## src/rtl/i2c_hdr_pkg.sv

```systemverilog
// Shared constants and types for the I2C packet header decoder.
// Assumes the 32-bit header layout described in the brief.
package i2c_hdr_pkg;
    localparam int W0_PROTO_BIT  = 4;
    localparam int W0_PKTID_LSB  = 16;
    localparam int W0_PKTID_W    = 8;
    localparam int W0_CTRLID_LSB = 12;
    localparam int W0_CTRLID_W   = 4;

    localparam int W2_HS_BIT     = 22;
    localparam int W2_NAKC_BIT   = 21;
    localparam int W2_SBYTE_BIT  = 20;
    localparam int W2_READ_BIT   = 19;
    localparam int W2_TEN_BIT    = 18;
    localparam int W2_IRQ_BIT    = 17;
    localparam int W2_RSTART_BIT = 16;
    localparam int W2_CONT_BIT   = 15;
    localparam int W2_ADDR7_LSB  = 1;
    localparam int ADDR_W        = 10;

    typedef enum logic [1:0] {
        END_STOP     = 2'd0,
        END_RESTART  = 2'd1,
        END_CONTINUE = 2'd2
    } end_mode_e;

    typedef struct packed {
        logic [ADDR_W-1:0] addr;
        logic              ten_bit;
        logic              read;
        logic              hs;
        logic              nak_cont;
        logic              start_byte;
        logic              irq_en;
        end_mode_e         end_mode;
    } ctl_t;
endpackage

```

## src/rtl/i2c_hdr_ctl_decode.sv

```systemverilog
// Control-word decoder: turns header word 2 into engine control fields.
// Purely combinational; assumes the word is held stable by the caller.
module i2c_hdr_ctl_decode
    import i2c_hdr_pkg::*;
(
    input  logic [31:0] ctl_word,
    output ctl_t        ctl
);
    // Field extraction, address placement and end-mode priority.
    always_comb begin
        ctl.ten_bit    = ctl_word[W2_TEN_BIT];
        ctl.read       = ctl_word[W2_READ_BIT];
        ctl.hs         = ctl_word[W2_HS_BIT];
        ctl.nak_cont   = ctl_word[W2_NAKC_BIT];
        ctl.start_byte = ctl_word[W2_SBYTE_BIT];
        ctl.irq_en     = ctl_word[W2_IRQ_BIT];
        if (ctl_word[W2_TEN_BIT])
            ctl.addr = ctl_word[ADDR_W-1:0];
        else
            ctl.addr = {3'b000, ctl_word[W2_ADDR7_LSB +: 7]};
        if (ctl_word[W2_RSTART_BIT])
            ctl.end_mode = END_RESTART;
        else if (ctl_word[W2_CONT_BIT])
            ctl.end_mode = END_CONTINUE;
        else
            ctl.end_mode = END_STOP;
    end
endmodule

```

## src/rtl/i2c_payload_unpacker.sv

```systemverilog
// Payload unpacker: tracks the bytes left in a packet and the valid lanes of
// the current word. It shifts bytes out lowest first and can also drop
// whole words. Assumes at most one control input is high per cycle.
module i2c_payload_unpacker #(
    parameter int BPW   = 4,
    parameter int LEN_W = 12
) (
    input  logic               clk,
    input  logic               rst_n,
    input  logic               len_load,
    input  logic [LEN_W-1:0]   len_m1,
    input  logic               word_load,
    input  logic               word_drop,
    input  logic [8*BPW-1:0]   word_in,
    input  logic               byte_take,
    output logic [7:0]         cur_byte,
    output logic               last_byte,
    output logic               last_in_word,
    output logic               last_word
);
    localparam int WORD_W = 8 * BPW;
    localparam int REM_W  = LEN_W + 1;
    localparam int LANE_W = $clog2(BPW + 1);

    logic [REM_W-1:0]  rem_q;
    logic [WORD_W-1:0] word_q;
    logic [LANE_W-1:0] lanes_q;
    logic [LANE_W-1:0] chunk;

    // Number of payload bytes the next word carries.
    always_comb begin
        if (rem_q >= REM_W'(BPW)) chunk = LANE_W'(BPW);
        else                      chunk = rem_q[LANE_W-1:0];
    end

    // Byte counter, word holding register and lane counter.
    always_ff @(posedge clk) begin
        if (!rst_n) begin
            rem_q   <= '0;
            word_q  <= '0;
            lanes_q <= '0;
        end else if (len_load) begin
            rem_q   <= REM_W'(len_m1) + REM_W'(1);
        end else if (word_load) begin
            word_q  <= word_in;
            lanes_q <= chunk;
        end else if (word_drop) begin
            rem_q   <= rem_q - REM_W'(chunk);
        end else if (byte_take) begin
            word_q  <= word_q >> 8;
            rem_q   <= rem_q - REM_W'(1);
            lanes_q <= lanes_q - LANE_W'(1);
        end
    end

    assign cur_byte     = word_q[7:0];
    assign last_byte    = (rem_q == REM_W'(1));
    assign last_in_word = (lanes_q == LANE_W'(1));
    assign last_word    = (rem_q <= REM_W'(BPW));


    no_underrun_chk: assert property (@(posedge clk) disable iff (!rst_n)
        byte_take |-> (rem_q != '0) && (lanes_q != '0));

    drop_in_range_chk: assert property (@(posedge clk) disable iff (!rst_n)
        word_drop |-> (rem_q != '0));
endmodule

```

## src/rtl/i2c_hdr_decoder.sv

```systemverilog
// I2C packet header decoder top. Pops the three header words, offers one
// command to the engine, then streams write payload bytes. Packets whose
// word 0 lacks the protocol flag are consumed silently with an error pulse.
// Assumes a show-ahead FIFO: fifo_data is the head word while fifo_valid.
module i2c_hdr_decoder
    import i2c_hdr_pkg::*;
#(
    parameter int LEN_W = 12,
    parameter int BPW   = 4
) (
    input  logic               clk,
    input  logic               rst_n,
    input  logic               fifo_valid,
    input  logic [8*BPW-1:0]   fifo_data,
    output logic               fifo_pop,
    output logic               cmd_valid,
    input  logic               cmd_ready,
    output logic [9:0]         cmd_addr,
    output logic               cmd_ten_bit,
    output logic               cmd_read,
    output logic               cmd_hs,
    output logic               cmd_nak_cont,
    output logic               cmd_start_byte,
    output logic               cmd_irq_en,
    output logic [1:0]         cmd_end,
    output logic [LEN_W-1:0]   cmd_len_m1,
    output logic [7:0]         cmd_pkt_id,
    output logic [3:0]         cmd_ctrl_id,
    output logic               tx_valid,
    input  logic               tx_ready,
    output logic [7:0]         tx_byte,
    output logic               tx_last,
    output logic               done,
    output logic               err
);
    typedef enum logic [2:0] {
        S_W0, S_W1, S_W2, S_CMD, S_LOAD, S_BYTES
    } state_e;

    state_e                  state_q, state_d;
    logic                    drop_q;
    logic [W0_PKTID_W-1:0]   pkt_id_q;
    logic [W0_CTRLID_W-1:0]  ctrl_id_q;
    logic [LEN_W-1:0]        len_q;
    logic [31:0]             w2_q;
    logic                    done_q, err_q;
    ctl_t                    ctl;
    logic                    take, cmd_fire, tx_fire;
    logic                    last_byte, last_in_word, last_word;
    logic [7:0]              cur_byte;

    i2c_hdr_ctl_decode i_ctl (
        .ctl_word (w2_q),
        .ctl      (ctl)
    );

    i2c_payload_unpacker #(.BPW(BPW), .LEN_W(LEN_W)) i_unpack (
        .clk          (clk),
        .rst_n        (rst_n),
        .len_load     (take && state_q == S_W1),
        .len_m1       (fifo_data[LEN_W-1:0]),
        .word_load    (take && state_q == S_LOAD && !drop_q),
        .word_drop    (take && state_q == S_LOAD && drop_q),
        .word_in      (fifo_data),
        .byte_take    (tx_fire),
        .cur_byte     (cur_byte),
        .last_byte    (last_byte),
        .last_in_word (last_in_word),
        .last_word    (last_word)
    );

    // Handshake qualifiers.
    always_comb begin
        take = fifo_valid && (state_q == S_W0 || state_q == S_W1 ||
                              state_q == S_W2 || state_q == S_LOAD);
        cmd_fire = (state_q == S_CMD) && cmd_ready;
        tx_fire  = (state_q == S_BYTES) && tx_ready;
    end

    // Next-state selection for header, command and payload phases.
    always_comb begin
        state_d = state_q;
        case (state_q)
            S_W0:    if (take) state_d = S_W1;
            S_W1:    if (take) state_d = S_W2;
            S_W2:    if (take) begin
                         if (!drop_q)                     state_d = S_CMD;
                         else if (fifo_data[W2_READ_BIT]) state_d = S_W0;
                         else                             state_d = S_LOAD;
                     end
            S_CMD:   if (cmd_fire) state_d = ctl.read ? S_W0 : S_LOAD;
            S_LOAD:  if (take) begin
                         if (!drop_q)        state_d = S_BYTES;
                         else if (last_word) state_d = S_W0;
                     end
            S_BYTES: if (tx_fire) begin
                         if (last_byte)         state_d = S_W0;
                         else if (last_in_word) state_d = S_LOAD;
                     end
            default: state_d = S_W0;
        endcase
    end

    // State, captured header fields and the done/err pulses.
    always_ff @(posedge clk) begin
        if (!rst_n) begin
            state_q   <= S_W0;
            drop_q    <= 1'b0;
            pkt_id_q  <= '0;
            ctrl_id_q <= '0;
            len_q     <= '0;
            w2_q      <= '0;
            done_q    <= 1'b0;
            err_q     <= 1'b0;
        end else begin
            state_q <= state_d;
            done_q  <= (cmd_fire && ctl.read) || (tx_fire && last_byte);
            err_q   <= 1'b0;
            if (take && state_q == S_W0) begin
                drop_q    <= !fifo_data[W0_PROTO_BIT];
                err_q     <= !fifo_data[W0_PROTO_BIT];
                pkt_id_q  <= fifo_data[W0_PKTID_LSB +: W0_PKTID_W];
                ctrl_id_q <= fifo_data[W0_CTRLID_LSB +: W0_CTRLID_W];
            end
            if (take && state_q == S_W1) len_q <= fifo_data[LEN_W-1:0];
            if (take && state_q == S_W2) w2_q  <= fifo_data[31:0];
        end
    end

    assign fifo_pop       = take;
    assign cmd_valid      = (state_q == S_CMD);
    assign cmd_addr       = ctl.addr;
    assign cmd_ten_bit    = ctl.ten_bit;
    assign cmd_read       = ctl.read;
    assign cmd_hs         = ctl.hs;
    assign cmd_nak_cont   = ctl.nak_cont;
    assign cmd_start_byte = ctl.start_byte;
    assign cmd_irq_en     = ctl.irq_en;
    assign cmd_end        = ctl.end_mode;
    assign cmd_len_m1     = len_q;
    assign cmd_pkt_id     = pkt_id_q;
    assign cmd_ctrl_id    = ctrl_id_q;
    assign tx_valid       = (state_q == S_BYTES);
    assign tx_byte        = cur_byte;
    assign tx_last        = tx_valid && last_byte;
    assign done           = done_q;
    assign err            = err_q;


    cmd_hold_chk: assert property (@(posedge clk) disable iff (!rst_n)
        cmd_valid && !cmd_ready |=> cmd_valid && $stable(cmd_addr) &&
        $stable(cmd_end) && $stable(cmd_len_m1) && $stable(cmd_read) &&
        $stable(cmd_pkt_id) && $stable(cmd_ctrl_id));

    byte_hold_chk: assert property (@(posedge clk) disable iff (!rst_n)
        tx_valid && !tx_ready |=> tx_valid && $stable(tx_byte) && $stable(tx_last));

    one_activity_chk: assert property (@(posedge clk) disable iff (!rst_n)
        $onehot0({fifo_pop, cmd_valid, tx_valid}));

    read_done_chk: assert property (@(posedge clk) disable iff (!rst_n)
        cmd_valid && cmd_ready && cmd_read |=> done && !err);

    write_done_chk: assert property (@(posedge clk) disable iff (!rst_n)
        tx_valid && tx_ready && tx_last |=> done);

    pulse_excl_chk: assert property (@(posedge clk) disable iff (!rst_n)
        !(done && err));
endmodule

```

## config.mk

```make
export PLATFORM = sky130hd
export DESIGN_NAME = i2c_hdr_decoder
export DESIGN_NICKNAME = d
export VERILOG_FILES = /design/src/rtl/i2c_hdr_pkg.sv /design/src/rtl/i2c_hdr_ctl_decode.sv /design/src/rtl/i2c_payload_unpacker.sv /design/src/rtl/i2c_hdr_decoder.sv
export SDC_FILE = /design/constraint.sdc
export NUM_CORES = 1
export LEC_CHECK = 0
export ABC_CLOCK_PERIOD_IN_PS = 2200
export BUFFER_PORTS_ARGS = -buffer_cell sky130_fd_sc_hd__buf_2
export CORE_MARGIN = 3
export CORE_UTILIZATION = 35
export DETAILED_ROUTE_END_ITERATION = 10
export GPL_ROUTABILITY_DRIVEN = 0
export PLACE_DENSITY_LB_ADDON = 0.3
export SKIP_CTS_REPAIR_TIMING = 1
export SYNTH_ARGS = -nofsm -noshare
export SYNTH_HDL_FRONTEND = slang
export SYNTH_SLANG_ARGS = --single-unit
```

## constraint.sdc

```tcl
create_clock -name clk -period 2.2 [get_ports clk]
set_input_delay 0.66 -clock clk [delete_from_list [all_inputs] [get_ports clk]]
set_output_delay 0.66 -clock clk [all_outputs]
set_load 0.005 [all_outputs]
```

; ---- Word level (Yosys, flattened, before mapping)
; Cells that the tools add are included.
[op_classes]
n_addsub = 4
order_cmp = 2
eq_ne = 17
mux = 28
bitwise = 1
n_reduce_logical = 25
[op_table]
columns = operator, n
row1 = $mux W32, 3
row2 = $mux W13, 4
row3 = $mux W3, 17
row4 = $pmux W3 S6, 1
row5 = $add A12 B1 Y13 const B, 1
row6 = $eq A13 B1 Y1 const B, 1
row7 = $ge A13 B3 Y1 const B, 1
row8 = $le A13 B3 Y1 const B, 1
row9 = $sub A13 B1 Y13 const B, 1
row10 = $sub A13 B3 Y13, 1
row11 = $logic_and A1 B1 Y1, 12
row12 = $mux W10, 1
row13 = $ne A2 B1 Y1 const B, 4
row14 = $ne A2 B2 Y1 const B, 4
row15 = $reduce_and A8 Y1, 1
row16 = $eq A3 B1 Y1 const B, 2
row17 = $eq A3 B2 Y1 const B, 2
row18 = $eq A3 B3 Y1 const B, 2
row19 = $logic_or A1 B1 Y1, 4
row20 = $mux W2, 2
row21 = $reduce_and A2 Y1, 2
row22 = $logic_not A3 Y1, 1
row23 = $ne A3 B1 Y1 const B, 1
row24 = $ne A3 B2 Y1 const B, 1
row25 = 6 further kinds, 7
[word_totals]
register_bits = 101
in_bits = 37
output_inout_bits = 56
elab_cells = 88

; ---- Depth between registers and ports, before layout
[logic_depth]
ltp_word = 10
ltp_mapped = 11

; ---- By module
; Synthesis repeated with hierarchy kept, for this count alone.
[unflattened]
cells_unflattened = 656
area_unflattened_um2 = 5626.6
[by_module_without_submodules]
columns = mod, n_inst, cells_each, area_each_um2
row1 = i2c_payload_unpacker, 1, 334, 2891.5
row2 = i2c_hdr_decoder, 1, 303, 2537.4
row3 = i2c_hdr_ctl_decode, 1, 19, 197.7

; ---- Least setup slack after synthesis
; Ideal clock, no wire load.
[synth_timing]
path_kind = register -> register
from = reg i_unpack.rem_q[9]
to = reg i_unpack.rem_q[1]
arrival_time_ns = 1.878
required_time_ns = 2.068
path_slack_ns = 0.190
stages_incl_launch_ff = 9
cell_sequence = dfxtp_1 or4_4 nor3_2 nand2_1 nand2_1 ha_1 o21ai_0 a211o_1 a21oi_1
[synth_via]
elab_chain_len = 6
[synth_rtl]
columns = item, line_no
row1 = from (decl), i2c_payload_unpacker.sv:25  ; logic [REM_W-1:0] rem_q;
row2 = from (signal assigned), i2c_payload_unpacker.sv:43  ; rem_q <= REM_W'(len_m1) + REM_W'(1);
row3 = from (signal assigned), i2c_payload_unpacker.sv:48  ; rem_q <= rem_q - REM_W'(chunk);
row4 = from (signal assigned), i2c_payload_unpacker.sv:51  ; rem_q <= rem_q - REM_W'(1);
row5 = $ge A13 B3 Y1, i2c_payload_unpacker.sv:32  ; if (rem_q >= REM_W'(BPW)) chunk = LANE_W'(BPW);
row6 = $mux W3, i2c_payload_unpacker.sv:32
row7 = $sub A13 B3 Y13, i2c_payload_unpacker.sv:48
row8 = $mux W13, i2c_payload_unpacker.sv:47  ; end else if (word_drop) begin
row9 = $mux W13, i2c_payload_unpacker.sv:44  ; end else if (word_load) begin
row10 = $mux W13, i2c_payload_unpacker.sv:42  ; end else if (len_load) begin
; No other way between the ends. The select of a mux whose other input is x is not followed.
; A chain may end at the register's enable or synchronous reset.

; ---- Worst setup path after layout
[layout_timing]
from = reg i_unpack.rem_q[9]
to = out tx_last
[layout_via]
elab_chain_len = 2
[layout_rtl]
columns = item, line_no
row1 = $eq A13 B1 Y1, i2c_payload_unpacker.sv:57  ; assign last_byte = (rem_q == REM_W'(1));
row2 = $logic_and A1 B1 Y1, i2c_hdr_decoder.sv:145  ; assign tx_last = tx_valid && last_byte;
row3 = to (decl), i2c_hdr_decoder.sv:32  ; output logic tx_last,
; No other way between the ends.

==> flow_metrics.tcl <==
set metrics [dict create \
    setup_viol 1 \
    pwr-share-clk 0.258 \
    skew_ps 7.00 \
    switchingPower_uw 2030 \
    fillers 1348 \
    drv_cap 0 \
    vias 4613 \
    totalWireLength_um 13800 \
    pwr-share-comb 0.369 \
    setup.worst_path.end_class "primary output" \
    pre_cts_slack_ps -4.82 \
    synthMuxAreaShare 0.0210 \
    start_util 0.365 \
    dp_hpwl_um 9850 \
    yosysSeqAreaShare 0.409 \
    layout_setup_ws_ps -237 \
    final.setup.tns_ps -237 \
    intPower_uw 3670 \
    grt_usage 0.188 \
    power_per_cell_area_nw_per_um2 998 \
    nNetsFinal 744 \
    async_flop_share 0 \
    grt_max_degree 60 \
    r2r_slack_ps 110 \
    fin_util 0.444 \
    rows 41 \
    total_leakage_power_uw 0.00226 \
    placed_area_um2 5430 \
    synth_area_leaders "dfxtp_1 41%, nand2_1 13%, a21oi_1 6.9%" \
    die_area_um2 14900 \
    rsz0062_at_grt "yes" \
    syn-num-nets 659 \
    syn_area_um2 4700 \
    via_per_inst 5.26 \
    clk_pin_slew_ps 70 \
    first_pass_iters 7 \
    io-pin-count 93 \
    postRouteAntennaNets 0 \
    synth_edf_count 0 \
    dp_cells 861 \
    synth_fa_ha_area_frac 0.0229 \
    synth_xor_area_frac 0.0261 \
    ff_latch_area_um2 1920 \
    syn_area_per_cell_um2 7.64 \
    synthSimpleGateAreaFrac 0.275 \
    start_kind "flip-flop" \
    synth-compound-area-share 0.183 \
    drtIter0Drc 344 \
    num_antenna_cells 0 \
    area_growth_syn_to_layout_pct 21.6 \
    finalMaxSlewViolations 0 \
    yosysMostFrequentCell "nand2_1" \
    synth_cell_types 62 \
    ys.flop_type "dfxtp_1" \
    irDropWorstVdd_uv 488 \
    hold_viol_final 0 \
    worstPathRequired_ps 1540 \
    power_switching_share 0.356 \
    grt_first_pass_wirelength_um 22100 \
    synth_top_family_by_area "simple AND/OR/NAND/NOR gates" \
    violations "negative setup slack" \
    routedWlPerCell_um 15.7 \
    period_share 1.11 \
    die_h_um 122 \
    seqPwrFrac 0.373 \
    design_area_um2 5720 \
    cts_sinks 96 \
    syn_inst 615 \
    yosysWarnings 0 \
    worstPathArrival_ps 1780 \
    final_cells 877 \
    hold_class "flip-flop to flip-flop" \
    synthTopCellsByCount "164 x nand2_1, 96 x dfxtp_1, 65 x a21oi_1" \
    yosysTopAreaCell "dfxtp_1" \
    clock_latency_ps 340 \
    clock.fmax_ghz 0.410 \
    port_buffers 92 \
    crit_type "flip-flop to primary output" \
    drc 0 \
    antenna_found_initial 0 \
    die-width_um 122 \
    numCtsBuffers 9 \
    multi_input_area_um2 2510 \
    crit_fanout 5 \
    max-clock-path-buffers 2 \
    grt_pass1_vias 4478 \
    core-area_um2 12900 \
    htreeDepth 3 \
    grt-ovfl-total 0 \
    min_period_ps 2440 \
    cts-root-buf "clkbuf_16" \
    synth_top_area_frac 0.409 \
    cts_tree "done" \
    status "complete, but fails checks" \
    synth_seq_cells 96 \
    drive_gt1_frac 0.233 \
]
## cell usage in the layout (no fill, tap or decap), types with 6 or more instances in the layout
cell type / n
a21oi_1: 65
a311oi_1: 25
and2_1: 8
and3_1: 6
buf_2: 92
buf_4: 32
clkbuf_16: 9
dfxtp_1: 96
ha_1: 7
inv_1: 8
mux2_2: 7
nand2_1: 164
nand3_1: 24
nor2_1: 49
nor3_1: 7
o21ai_0: 6
o22ai_1: 6
xnor2_1: 7
xor2_1: 7
## worst paths after layout
kind,cells past startpoint,from,to
max,4,i_unpack.rem_q[9]$_SDFFE_PN0P_,tx_last
min reg2reg,2,cmd_len_m1[8]$_SDFFE_PN0P_,cmd_len_m1[8]$_SDFFE_PN0P_
max reg2reg,7,i_unpack.rem_q[5]$_SDFFE_PN0P_,state_q[1]$_SDFFE_PN0P_
min,2,cmd_len_m1[8]$_SDFFE_PN0P_,cmd_len_m1[8]$_SDFFE_PN0P_
## metal layers
metal | track usage | up-vias | share of wire
li1 | - | 2279 | -
met2 | 0.310 | 153 | 0.47
met1 | 0.241 | 2152 | 0.44
met5 | 0 | - | 0
met4 | 0.0763 | 0 | 0.027
met3 | 0.0357 | 29 | 0.063
## power groups by stage
stage	registers [µW]	logic, µW	clock network, µW
2_1_floorplan	2120	1290	0
3_3_place_gp	2150	1970	0
3_5_place_dp	2160	2030	0
4_1_cts	2120	2040	1500
5_1_grt	2150	2290	1580
6_report	2130	2110	1470
## kinds of logic (layout without fill, tap and decap cells)
kind of cell,count (synthesis),count (layout)
compound gates,133,133
other cells,2,2
fa+ha+maj,9,9
xor+xnor,14,14
mux,9,9
simple gates,290,290
flops,96,96
buf+inv,62,152
## final cells by class
type	count	share of cell area
inverters	9	0.00591
flip-flops and latches	96	0.336
clock buffers	10	0.0401
multi-input cells	457	0.439
well taps	172	0.0376
clock inverters	6	0.00788
repair buffers	127	0.133
## critical path, stage by stage (launching register included)
cell	delay, ps
dfxtp_1	310
or4_4	600
nor4_4	200
and3_1	210
buf_2	110
## state kept, by name (all words and copies together), names as in the netlist
| signal | flops |
|---|---|
| i_unpack.lanes_q | 3 |
| w2_q | 18 |
| cmd_ctrl_id | 4 |
| cmd_pkt_id | 8 |
| i_unpack.word_q | 32 |
| cmd_len_m1 | 12 |
| state_q | 3 |
| done | 1 |
| drop_q | 1 |
| i_unpack.rem_q | 13 |
| err | 1 |
## through the flow
step           power [µW]  hold slack [ps]
2_1_floorplan        3420              432
3_3_place_gp         4120              441
5_1_grt              6020              470
6_report             5700              452
4_1_cts              5660              454
3_5_place_dp         4180              445
No activity file was read; power rests on OpenSTA's default activity.
